--- config.mk ---
export PLATFORM = sky130hd
export DESIGN_NAME = uart_rx_stats
export DESIGN_NICKNAME = d
export VERILOG_FILES = /design/src/rtl/uart_stats_pkg.sv /design/src/rtl/stat_counter.sv /design/src/rtl/break_meter.sv /design/src/rtl/uart_rx_stats.sv
export SDC_FILE = /design/constraint.sdc
export NUM_CORES = 1
export LEC_CHECK = 0
export ABC_CLOCK_PERIOD_IN_PS = 5050
export BUFFER_PORTS_ARGS = -buffer_cell sky130_fd_sc_hd__clkbuf_2
export CORE_UTILIZATION = 33
export DETAILED_ROUTE_END_ITERATION = 8
export GPL_ROUTABILITY_DRIVEN = 0
export GPL_TIMING_DRIVEN = 0
export HOLD_SLACK_MARGIN = 0.06
export SYNTH_ARGS = -nofsm -noshare
export SYNTH_HDL_FRONTEND = slang
export SYNTH_SLANG_ARGS = --single-unit
--- constraint.sdc ---
create_clock -name clk -period 5.05 [get_ports clk]
set_input_delay 0.505 -clock clk [delete_from_list [all_inputs] [get_ports clk]]
set_output_delay 0.505 -clock clk [all_outputs]
set_load 0.01 [all_outputs]
--- src/rtl/uart_stats_pkg.sv ---
package uart_stats_pkg;
  localparam int CNT_W  = 16;
  localparam int LEN_W  = 4;
  localparam int ADDR_W = 3;
  localparam int N_CNT  = 4;

  typedef enum logic [ADDR_W-1:0] {
    ADDR_PAR = 3'd0,
    ADDR_FRM = 3'd1,
    ADDR_NOS = 3'd2,
    ADDR_BRK = 3'd3,
    ADDR_LEN = 3'd4
  } stat_addr_e;
endpackage

--- src/rtl/stat_counter.sv ---
module stat_counter #(
  parameter int W = 16
) (
  input  logic         clk,
  input  logic         rst_n,
  input  logic         inc,
  input  logic         wr,
  input  logic [W-1:0] wdata,
  output logic [W-1:0] q
);
  localparam logic [W-1:0] STEP = 1;

  always_ff @(posedge clk) begin
    if (!rst_n)   q <= '0;
    else if (wr)  q <= wdata;      // software write wins
    else if (inc) q <= q + STEP;   // wraps modulo 2^W
  end
endmodule

--- src/rtl/break_meter.sv ---
module break_meter #(
  parameter int LEN_W = 4,
  parameter int CNT_W = 16
) (
  input  logic             clk,
  input  logic             rst_n,
  input  logic             bit_tick,
  input  logic             rxd,
  input  logic [LEN_W-1:0] char_len,
  output logic             brk_start,
  output logic             brk_end,
  output logic [CNT_W-1:0] brk_chars
);
  localparam logic [LEN_W-1:0] ONE_B  = 1;
  localparam logic [CNT_W-1:0] ONE_C  = 1;
  localparam logic [CNT_W-1:0] MAX_C  = '1;

  logic [LEN_W-1:0] bit_cnt;
  logic [CNT_W-1:0] char_cnt;
  logic             char_done;

  assign char_done = bit_tick && !rxd && ((bit_cnt + ONE_B) == char_len);
  assign brk_start = char_done && (char_cnt == '0);
  assign brk_end   = bit_tick && rxd && (char_cnt != '0);
  assign brk_chars = char_cnt;

  always_ff @(posedge clk) begin
    if (!rst_n) begin
      bit_cnt  <= '0;
      char_cnt <= '0;
    end else if (bit_tick) begin
      if (rxd) begin
        bit_cnt  <= '0;
        char_cnt <= '0;
      end else if (char_done) begin
        bit_cnt <= '0;
        if (char_cnt != MAX_C) char_cnt <= char_cnt + ONE_C;
      end else begin
        bit_cnt <= bit_cnt + ONE_B;
      end
    end
  end
endmodule

--- src/rtl/uart_rx_stats.sv ---
module uart_rx_stats
  import uart_stats_pkg::*;
#(
  parameter int CW = CNT_W,
  parameter int LW = LEN_W,
  parameter int AW = ADDR_W
) (
  input  logic          clk,
  input  logic          rst_n,
  input  logic          bit_tick,
  input  logic          rxd,
  input  logic [LW-1:0] char_len,
  input  logic          err_parity,
  input  logic          err_frame,
  input  logic          err_noise,
  input  logic          reg_wr,
  input  logic [AW-1:0] reg_addr,
  input  logic [CW-1:0] reg_wdata,
  output logic [CW-1:0] reg_rdata
);
  logic              brk_start, brk_end;
  logic [CW-1:0]     brk_chars;
  logic [N_CNT-1:0]  inc_vec;
  logic [CW-1:0]     cnt_q [N_CNT];
  logic [CW-1:0]     brk_len;

  break_meter #(.LEN_W(LW), .CNT_W(CW)) u_meter (
    .clk(clk), .rst_n(rst_n), .bit_tick(bit_tick), .rxd(rxd),
    .char_len(char_len), .brk_start(brk_start), .brk_end(brk_end),
    .brk_chars(brk_chars)
  );

  assign inc_vec = {brk_start, err_noise, err_frame, err_parity};

  for (genvar i = 0; i < N_CNT; i++) begin : g_cnt
    stat_counter #(.W(CW)) u_cnt (
      .clk(clk), .rst_n(rst_n), .inc(inc_vec[i]),
      .wr(reg_wr && (reg_addr == AW'(i))),
      .wdata(reg_wdata), .q(cnt_q[i])
    );
  end

  always_ff @(posedge clk) begin
    if (!rst_n)                              brk_len <= '0;
    else if (reg_wr && reg_addr == ADDR_LEN) brk_len <= reg_wdata;
    else if (brk_end)                        brk_len <= brk_chars;
  end

  always_comb begin
    case (reg_addr)
      ADDR_PAR: reg_rdata = cnt_q[0];
      ADDR_FRM: reg_rdata = cnt_q[1];
      ADDR_NOS: reg_rdata = cnt_q[2];
      ADDR_BRK: reg_rdata = cnt_q[3];
      ADDR_LEN: reg_rdata = brk_len;
      default:  reg_rdata = '0;
    endcase
  end
endmodule

==> run metrics <==
Setup WS post-layout 2.10 ns; Crit path required time about 4.6 ns; Resize count post-CTS 0; pre-CTS WS 2.20 ns; Boundary Pins 47; gr ovfl total 0; pin count of the biggest net entering global routing 17; Pwr Density ~270 nW/um^2; most frequent cells in the layout 100 x dfxtp_1, 81 x nor2_1, 55 x a211oi_1, 54 x clkbuf_1, 54 x mux2i_1; vias per cell between 5 and 6; H-tree Lvls 3; Max Freq 339 MHz; CP Max Fanout 10; HPWL after DPL approximately 16,000 um; Mapped Cells about 760; Synth Register Bits 100; slowest stage delay, CP 0.64 ns; area of the die slightly below 20,000 um^2; complex-gate fraction of the synthesized area 19.3%; Synth cell types 62; clock skew about 0.0081 ns; Slowest-stage cell, CP clkbuf_1; setup TNS 0 ns; post-route cell area about 7000 um^2; total wire length between 20,000 and 25,000 um; Tot Pwr between 1.5 and 2 mW; main combinational cell family by area after synthesis simple AND/OR/NAND/NOR gates; register area share after synthesis approximately 32%; Pre-antenna DRT Iters 7; GRT Overall Usage 21.9%; R2R depth 7; Slew @ Worst Pin between 0.8 and 0.9 ns; Post-synth EDFFs 0; DR iter-0 viols roughly 550; DIE HEIGHT ~140 um; maxcap violations 0; Ant. Diodes 0; RSZ-0062 raised after global routing false; hold_buf cts 0; Leak Pwr 2.38 nW; initial antenna violation count 0; Hold Crit Class flip-flop to flip-flop; Async SR Flop Fraction 0%; Yosys top cell area share 32.2%; Peak VDD IR 0.184 mV; first-pass GRT wire length between 30,000 and 40,000 um; Yosys Warn Count 0; mux cell area share after synthesis 9.07%; launching element type of the critical path input port; period utilization 58.4%; Slew Limit Headroom 43.7%; Min Hold Slack about 0.50 ns; fraction of layout instances using a drive strength above 1 roughly 10%; wire per inst between 20 and 25 um; Post-Syn Area per Cell 8.14 um^2; CTS tree done; initial cell density of the core approximately a third; Synth Area in Adders ~1.4%; Setup-failing EPs final 0; nets about 860; clk slew on worst S/H paths 0.07 ns; CP Class input port to primary output; # DRC 0; Core Util, Final 38.7%; status complete, no violations; XOR/XNOR Fraction of Synth Area 7.84%; vias slightly above 6,000; CP arrival about 2.4 ns; Fin. Hold Viols 0; Synth area leaders dfxtp_1 32%, mux2i_1 8.7%, a211oi_1 6.7%; Post-Place Cell Area approximately 6700 um^2; Synth area leader dfxtp_1; I/O Buffers between 40 and 50; Sink Count 100; total CTS buffers 9; vias in the first global route about 5,600; Core ar. approximately 18,000 um^2; Die Wd 139 um; Rows between 40 and 50; placed cell count between 1,000 and 1,500; commonest non-fill, non-tap cell in the layout dfxtp_1; clk root buf clkbuf_16; Slew Viols, Final 0; synthesized net count approximately 800; Post-Synth Simple-Gate Area approximately 25%; Hold Path Depth 2; Post-Syn Area roughly 6200 um^2; critical-path cell list clkbuf_2, clkbuf_1, clkbuf_1, mux2i_1, o22ai_1, clkbuf_2; Clk Latency, worst-skew pair 0.36 ns; Post-CTS Setup Bufs 0; endpoint type of the worst setup path primary output; Longest Clk Path Bufs 2; top_reg_cell synth dfxtp_1; Layout area overhead 13.6%; Post-Layout Cell Count around 1,100; antenna viol nets, final 0; Final min period between 2 and 3 ns
synth_stat cells (4+ instances only):
cell	n
a211oi_1	55
a21oi_1	40
a31oi_1	9
and2_1	5
and3_1	23
and4_1	5
buf_2	4
clkbuf_1	54
dfxtp_1	100
ha_1	7
inv_1	9
mux2i_1	54
nand2_1	31
nand2b_1	4
nand3_1	42
nand4_1	30
nor2_1	81
nor2b_1	6
nor3_1	16
nor3b_1	5
nor4_1	15
o21ai_0	29
o22ai_1	16
o31ai_1	4
or4_1	10
xnor2_1	28
xor2_1	25
layer usage:
layer | track usage (%) | vias to the layer above | share of wire (%)
met3 | 5.56 | 48 | 7.6
li1 | - | 2965 | -
met1 | 30.8 | 2916 | 47
met2 | 31.9 | 241 | 43
met5 | 0 | - | 0
met4 | 8.48 | 0 | 3.2
cells by family (layout without fill, tap and decap cells):
group                      Yosys count  after routing
and+or+nand+nor                    291            291
AOI/OAI and AO/OA                  182            182
muxes                               56             56
xor gates and xnor gates            54             54
DFF                                100            100
adders and majority gates            7              7
buffers and inverters               73            133
power by group:
part	leakage (nW)	switching (mW)	internal, mW	total (mW)
clock network	0.170	0.325	0.484	0.809
registers	0.813	0.0424	0.822	0.864
logic	1.40	0.149	0.0806	0.229
total	2.38	0.516	1.39	1.90
state kept, by name, summed over array words and instances, names as in the netlist:
register / flops
brk_len: 16
u_meter.bit_cnt: 4
u_meter.brk_chars: 16
g_cnt.u_cnt.q: 64
layout make-up:
class,count,area [um^2]
buffer,63,264
clock buffer,9,225
clock inverter,7,114
fill,1897,11200
inverter,10,37.5
multi-input combinational,590,3910
sequential,100,2000
tap,229,287
timing repair buffer,44,220
final timing paths:
kind | start | endpoint | slack (ns)
max | reg_addr[1] | reg_rdata[0] | 2.10
min | brk_len[14]$_SDFFE_PN0P_ | brk_len[14]$_SDFFE_PN0P_ | 0.50
max reg2reg | u_meter.bit_cnt[0]$_SDFFE_PN0P_ | g_cnt[3].u_cnt.q[4]$_SDFFE_PN0P_ | 2.46
min reg2reg | brk_len[14]$_SDFFE_PN0P_ | brk_len[14]$_SDFFE_PN0P_ | 0.50
critical path: cells and delay by family:
family | cells | cell delay [ns]
buffers and inverters | 4 | 1.26
multiplexers | 1 | 0.48
AO/OA/AOI/OAI | 1 | 0.19
No activity file was read; power rests on OpenSTA's default activity.
